**src/rtl/l2_irq_aggregator.sv**
```systemverilog
module l2_irq_aggregator #(
  parameter int NPAIRS = 2,
  parameter int NOUT   = 2,
  parameter logic [NPAIRS*32-1:0]      CONN_MASK = {32'h0000_00FF, 32'h0000_0FFF},
  parameter logic [NPAIRS*32-1:0]      FWD_MASK  = {32'h0000_0000, 32'h0000_0007},
  parameter logic [NOUT*NPAIRS*32-1:0] MAP_MASK  = {32'h0000_00F0, 32'h0000_0140,
                                                    32'h0000_000F, 32'h0000_0EB8},
  localparam int NSRC = NPAIRS * 32,
  localparam int PW   = (NPAIRS > 1) ? $clog2(NPAIRS) : 1,
  localparam int AW   = PW + 3
) (
  input  logic             clk,
  input  logic             rst_n,
  input  logic [NSRC-1:0]  src_in,
  input  logic             bus_we,
  input  logic [AW-1:0]    bus_addr,
  input  logic [31:0]      bus_wdata,
  output logic [31:0]      bus_rdata,
  output logic [NOUT-1:0]  irq_out,
  output logic [NSRC-1:0]  fwd_irq
);

  logic [NSRC-1:0] en_q;
  logic [NSRC-1:0] agg;
  logic [NOUT-1:0] irq_next;
  logic [PW-1:0]   pidx;
  logic            sel_status;

  assign pidx       = bus_addr[AW-1:3];
  assign sel_status = bus_addr[2];

  for (genvar p = 0; p < NPAIRS; p++) begin : g_pair
    always_ff @(posedge clk or negedge rst_n) begin
      if (!rst_n)
        en_q[p*32 +: 32] <= '0;
      else if (bus_we && !sel_status && (int'(pidx) == p))
        en_q[p*32 +: 32] <= bus_wdata & CONN_MASK[p*32 +: 32];
    end
  end

  always_comb begin
    bus_rdata = '0;
    for (int p = 0; p < NPAIRS; p++)
      if (int'(pidx) == p)
        bus_rdata = sel_status ? (src_in[p*32 +: 32] & CONN_MASK[p*32 +: 32])
                               : en_q[p*32 +: 32];
  end

  assign agg     = src_in & en_q & CONN_MASK & ~FWD_MASK;
  assign fwd_irq = src_in & CONN_MASK & FWD_MASK;

  for (genvar o = 0; o < NOUT; o++) begin : g_out
    assign irq_next[o] = |(agg & MAP_MASK[o*NSRC +: NSRC]);

    // a rising output needs a live, enabled, wired, non-forwarded cause
    p_rise_cause_r4: assert property (@(posedge clk) disable iff (!rst_n)
      $rose(irq_out[o]) |-> $past(|(src_in & en_q & CONN_MASK & ~FWD_MASK)));
  end

  always_ff @(posedge clk or negedge rst_n) begin
    if (!rst_n) irq_out <= '0;
    else        irq_out <= irq_next;
  end

  p_en_hold_r2: assert property (@(posedge clk) disable iff (!rst_n)
    !bus_we |=> $stable(en_q));

  p_status_ro_r3: assert property (@(posedge clk) disable iff (!rst_n)
    (bus_we && sel_status) |=> $stable(en_q));

  p_fwd_quiet_r6: assert property (@(posedge clk) disable iff (!rst_n)
    (((src_in & ~FWD_MASK) == $past(src_in & ~FWD_MASK)) && $stable(en_q))
      |=> $stable(irq_out));

  p_fwd_follow_r7: assert property (@(posedge clk) disable iff (!rst_n)
    (fwd_irq & ~src_in) == '0);

endmodule

```
**config.mk**
```make
export PLATFORM = sky130hd
export DESIGN_NAME = l2_irq_aggregator
export DESIGN_NICKNAME = d
export VERILOG_FILES = /design/src/rtl/l2_irq_aggregator.sv
export SDC_FILE = /design/constraint.sdc
export NUM_CORES = 1
export LEC_CHECK = 0
export BUFFER_PORTS_ARGS = -buffer_cell sky130_fd_sc_hd__buf_4
export CAP_MARGIN = 20
export CELL_PAD_IN_SITES_DETAIL_PLACEMENT = 1
export CELL_PAD_IN_SITES_GLOBAL_PLACEMENT = 1
export CORE_ASPECT_RATIO = 1.5
export CORE_MARGIN = 8
export CORE_UTILIZATION = 21
export CTS_CLUSTER_DIAMETER = 50
export DETAILED_ROUTE_END_ITERATION = 10
export GPL_TIMING_DRIVEN = 0
export HOLD_SLACK_MARGIN = 0.12
export PLACE_DENSITY = 0.82
export RECOVER_POWER = 25
export SYNTH_ARGS = -nofsm -noshare
export SYNTH_HDL_FRONTEND = slang
export SYNTH_SLANG_ARGS = --single-unit
```
**constraint.sdc**
```tcl
create_clock -name clk -period 1.2 [get_ports clk]
set_clock_uncertainty 0.1 [all_clocks]
set_input_delay 0.06 -clock clk [delete_from_list [all_inputs] [get_ports clk]]
set_output_delay 0.06 -clock clk [all_outputs]
set_load 0.03 [all_outputs]
```
# After elaboration in Yosys (flattened, before gate mapping)
# Cells that the tools add are included.
# W data, S select, Z words.
totals:
  regBits: 22
  inputBits: 103
  out_inout_bits: 98
  elab_cells: 14
op_classes:
  mux: 3
  bitwise_logic: 2
  reduce_logical: 6
ops:
  columns: ["op", "n"]
  rows:
  - ["$and A40 B40 Y40", 1]
  - ["$mux W32", 1]
  - ["$mux W12", 1]
  - ["$reduce_or A11 Y1", 1]
  - ["$mux W8", 1]
  - ["$reduce_or A6 Y1", 1]
  - ["$logic_and A1 B1 Y1", 3]
  - ["$logic_not A1 Y1", 1]
  - ["$not A1 Y1", 1]

# Logic depth before layout (Yosys ltp)
logic_depth:
  ltp_word: 3
  depth_mapped: 4
  mapped_depth_nobuf: 4

# Worst setup path before layout
# Ideal clock, no wire load.
synth_timing:
  path_type: "reg2reg"
  from: "register en_q[4]"
  to: "register irq_out[0]"
  setup_time_ns: 0.131
  arrival_ns: 0.942
  t_required_ns: 0.969
  setup_slack_ns: 0.027
  stages_incl_launch_ff: 5
  n_path_buf: 0
  period_less_slack_ns: 1.173
  path_cell_list: "dfrtp_1 a22o_1 a221oi_1 and3_1 nand2_1"
synth_via:
  elab_chain_cells: 2
synth_rtl:
  columns: ["item", "line_no", "source"]
  rows:
  - ["start, declared", "23", "logic [NSRC-1:0] en_q;"]
  - ["start signal, assigned by index", "37", "en_q[p*32 +: 32] <= bus_wdata & CONN_MASK[p*32 +: 32];"]
  - ["$and A40 B40 Y40", "49", "assign agg = src_in & en_q & CONN_MASK & ~FWD_MASK;"]
  - ["$reduce_or A11 Y1", "53", "assign irq_next[o] = |(agg & MAP_MASK[o*NSRC +: NSRC]);"]
  - ["named net irq_next[0]", "25", "logic [NOUT-1:0] irq_next;"]
  - ["end signal, assigned", "62", "else irq_out <= irq_next;"]
  - ["end, declared", "19", "output logic [NOUT-1:0] irq_out,"]
# The timed path passes the listed nets, and every way through them passes these cells.
# A chain may end at the register's enable or synchronous reset.

# Worst setup path in the final report
layout_timing:
  from: "register en_q[6]"
  to: "output bus_rdata[6]"
layout_via:
  elab_chain_cells: 2
layout_rtl:
  columns: ["item", "line_no", "source"]
  rows:
  - ["$mux W12", "45", "bus_rdata = sel_status ? (src_in[p*32 +: 32] & CONN_MASK[p*32 +: 32])"]
  - ["$mux W32", "44", "if (int'(pidx) == p)"]
  - ["end, declared", "18", "output logic [31:0] bus_rdata,"]
# No other way between the ends.

==> summary.md <==
| Metric | Value |
|---|---|
| CTS tree | `yes` |
| Layout area overhead | `67.91%` |
| Port Buffers | `52` |
| Total power | `3.238 mW` |
| Final core utilization | `36.11%` |
| HPWL after DPL | `4920 µm` |
| Failing checks | `negative hold slack, negative setup slack` |
| Non-Filler Instances | `437` |
| RSZ-0062 raised after global routing | `yes` |
| LEAKAGE | `1.654 nW` |
| Status | `finished, violations left` |
| Final nets | `435` |
| Share of power burned in combinational logic | `48.7%` |
| CTS Hold Bufs | `19` |
| Slew @ Worst Pin | `575.4 ps` |
| Critical Path AT | `1280 ps` |
| Clk network pwr share | `21.6%` |
| Drt drc | `0` |
| Detail Route Antenna Nets | `0` |
| H-tree levels | `1` |
| Iter 0 DRT Violations | `33` |
| FF+latch count, synth | `22` |
| Worst Hold Class | `in2reg` |
| Sequential fraction of design power | `29.7%` |
| Die width | `91.79 µm` |
| Root buffer selected by CTS | `clkbuf_16` |
| Normalized max-slew margin | `61.64%` |
| Seq/Total Area, Yosys | `30.43%` |
| Critical Path End Type | `output pin` |
| Pre-CTS setup slack | `-166.9 ps` |
| Latest clock arrival within the worst-skew pair | `250 ps` |
| Final wirelength | `5948 µm` |
| Synth Instances | `160` |
| Final hold vios | `1` |
| Gr usage total | `9.700%` |
| Die Ht | `129.7 µm` |
| Syn Std Cell Area | `0.001809 mm²` |
| Number of global-route vias before repair | `1745` |
| Initial Utilization | `21.51%` |
| Diodes inserted | `0` |
| Setup ws final | `-244.4 ps` |
| RD Place Congestion | `0.7423` |
| Minimum clock period after layout | `1444 ps` |
| Maximum vdd ir drop | `432.5 µV` |
| Fin Hold WS | `-31.99 ps` |
| Total I/O pin count | `201` |
| Max Slew Vio Count | `0` |
| Setup violations, final | `9` |
| Maximum clock frequency | `692.3 MHz` |
| Std cell rows | `41` |
| Worst EP required | `1040 ps` |
| Clock sinks | `22` |
| Vias per cell | `3.435` |
| DIE AREA | `0.01190 mm²` |
| Mean Syn Cell Area | `11.31 µm²` |
| Net switching power | `1.149 mW` |
| Share of layout cells above drive strength 1 | `56.67%` |
| PD cells | `1066 mW/mm²` |
| DP Area | `0.002634 mm²` |
| Worst setup SP type | `flop` |
| Avg WL per Cell | `13.61 µm` |
| Sw Share | `35.49%` |
| Antenna violations before repair | `0` |
| GRT overflow | `0` |
| 1st-pass router iterations | `4` |
| WS Path Type | `reg2out` |
| Post-route cell area | `0.003038 mm²` |
| Distinct cells, synth | `18` |
| Routed via count | `1501` |
| CP max FO | `2` |
| CORE AREA | `0.008413 mm²` |
| First-pass GRT wire length | `9225 µm` |
| Internal Pwr Total | `2.089 mW` |
| Placed insts | `399` |
| TNS Setup | `-1895 ps` |
| Period utilisation layout | `120.4%` |
| Largest buffer count on any clock path | `2` |
| Ys Warns | `0` |
| Max-Cap Viols | `0` |
| CTS buffer count | `3` |
| Worst-path clk slew | `60 ps` |
| Largest net degree at the start of global routing | `23` |
-- layout by cell type (no fill, tap or decap) --
cell type        n
a221oi_2         1
mux4_2           8
clkbuf_2         1
conb_1          81
nand3_1          1
a22oi_1          5
clkbuf_1         3
nand2_1          1
buf_6           11
a222oi_1         1
mux2_2          20
and3_1           1
dfrtp_1         22
dlygate4sd3_1   19
nor3b_4          1
mux2i_1          4
clkbuf_16        3
nor2_1           4
nand3b_4         1
a22o_1           1
buf_4          141
-- Yosys cell counts --
cell	n	area share, %
nand2_1	1	0.21
mux4_2	7	8.7
mux2_2	20	12
nand3b_4	1	1.1
buf_4	85	35
a22o_1	1	0.48
nor3b_4	1	1.0
a222oi_1	1	0.55
and3_1	1	0.35
buf_6	3	1.9
mux2i_1	4	2.2
mux4_1	1	1.5
a22oi_1	5	2.1
dfrtp_1	22	30
conb_1	1	0.21
nand3_1	1	0.28
nor2_1	4	0.83
a221oi_1	1	0.48
-- path summary, 6_finish.rpt --
path                       slack [ps]      endpoint        from  cells past startpoint
max in group asynchronous         370      en_q[34]       rst_n                      2
hold reg to reg                   410       en_q[2]     en_q[2]                      1
min in group asynchronous         250      en_q[39]       rst_n                      2
setup reg to reg                 -100    irq_out[0]     en_q[4]                      4
setup / recovery                 -240  bus_rdata[6]     en_q[6]                      2
hold / removal                    -30    irq_out[1]  src_in[36]                      3
-- routing by layer --
metal	track usage, %	vias to the layer above	share of wire, %
met4	1.429	0	0.34
li1	-	726	-
met3	4.919	2	12
met5	0	-	0
met2	18.08	92	52
met1	9.517	681	36
-- state kept, by name, indices dropped and copies added (netlist names) --
name	cells
en_q	20
irq_out	2
-- what timing repair did --
action,CTS,global route
endpoints found under the setup margin,9,12
endpoints found under the hold margin,44,1
setup buffers,11,5
resized for setup,10,0
cloned,0,0
pin swaps,2,2
-- cell type report --
cell class,count,area (µm²)
sequential,22,550.5
buffer,88,671.9
timing repair buffer,87,716.9
multi-input combinational,130,889.6
fill,993,5375
clock buffer,3,75.07
tap,107,133.9
-- cell families (layout without fill, tap and decap cells) --
logic type             after synthesis  count (layout)  share of synthesized area, %
multiplexers                        32              32                         24.83
AND/OR/NAND/NOR                      9               9                         3.803
AO/OA/AOI/OAI                        8               8                         3.597
other                                1              81                        0.2073
flip-flops                          22              22                         30.43
buffers and inverters               88             178                         37.14
-- critical path, cell delays in order (launching register included) --
cell	delay [ps]
dfrtp_1	400
mux4_2	480
buf_6	160
-- power groups by stage --
| stage | Clock [mW] | Sequential (mW) | Combinational [mW] |
|---|---|---|---|
| finish | 0.700 | 0.962 | 1.58 |
| global route | 0.741 | 0.981 | 1.69 |
| CTS | 0.712 | 0.961 | 1.53 |
| detailed placement | 0 | 0.994 | 1.31 |
| global placement | 0 | 0.979 | 1.29 |
| floorplan | 0 | 0.976 | 0.988 |
Power figures use the tool's default switching activity.
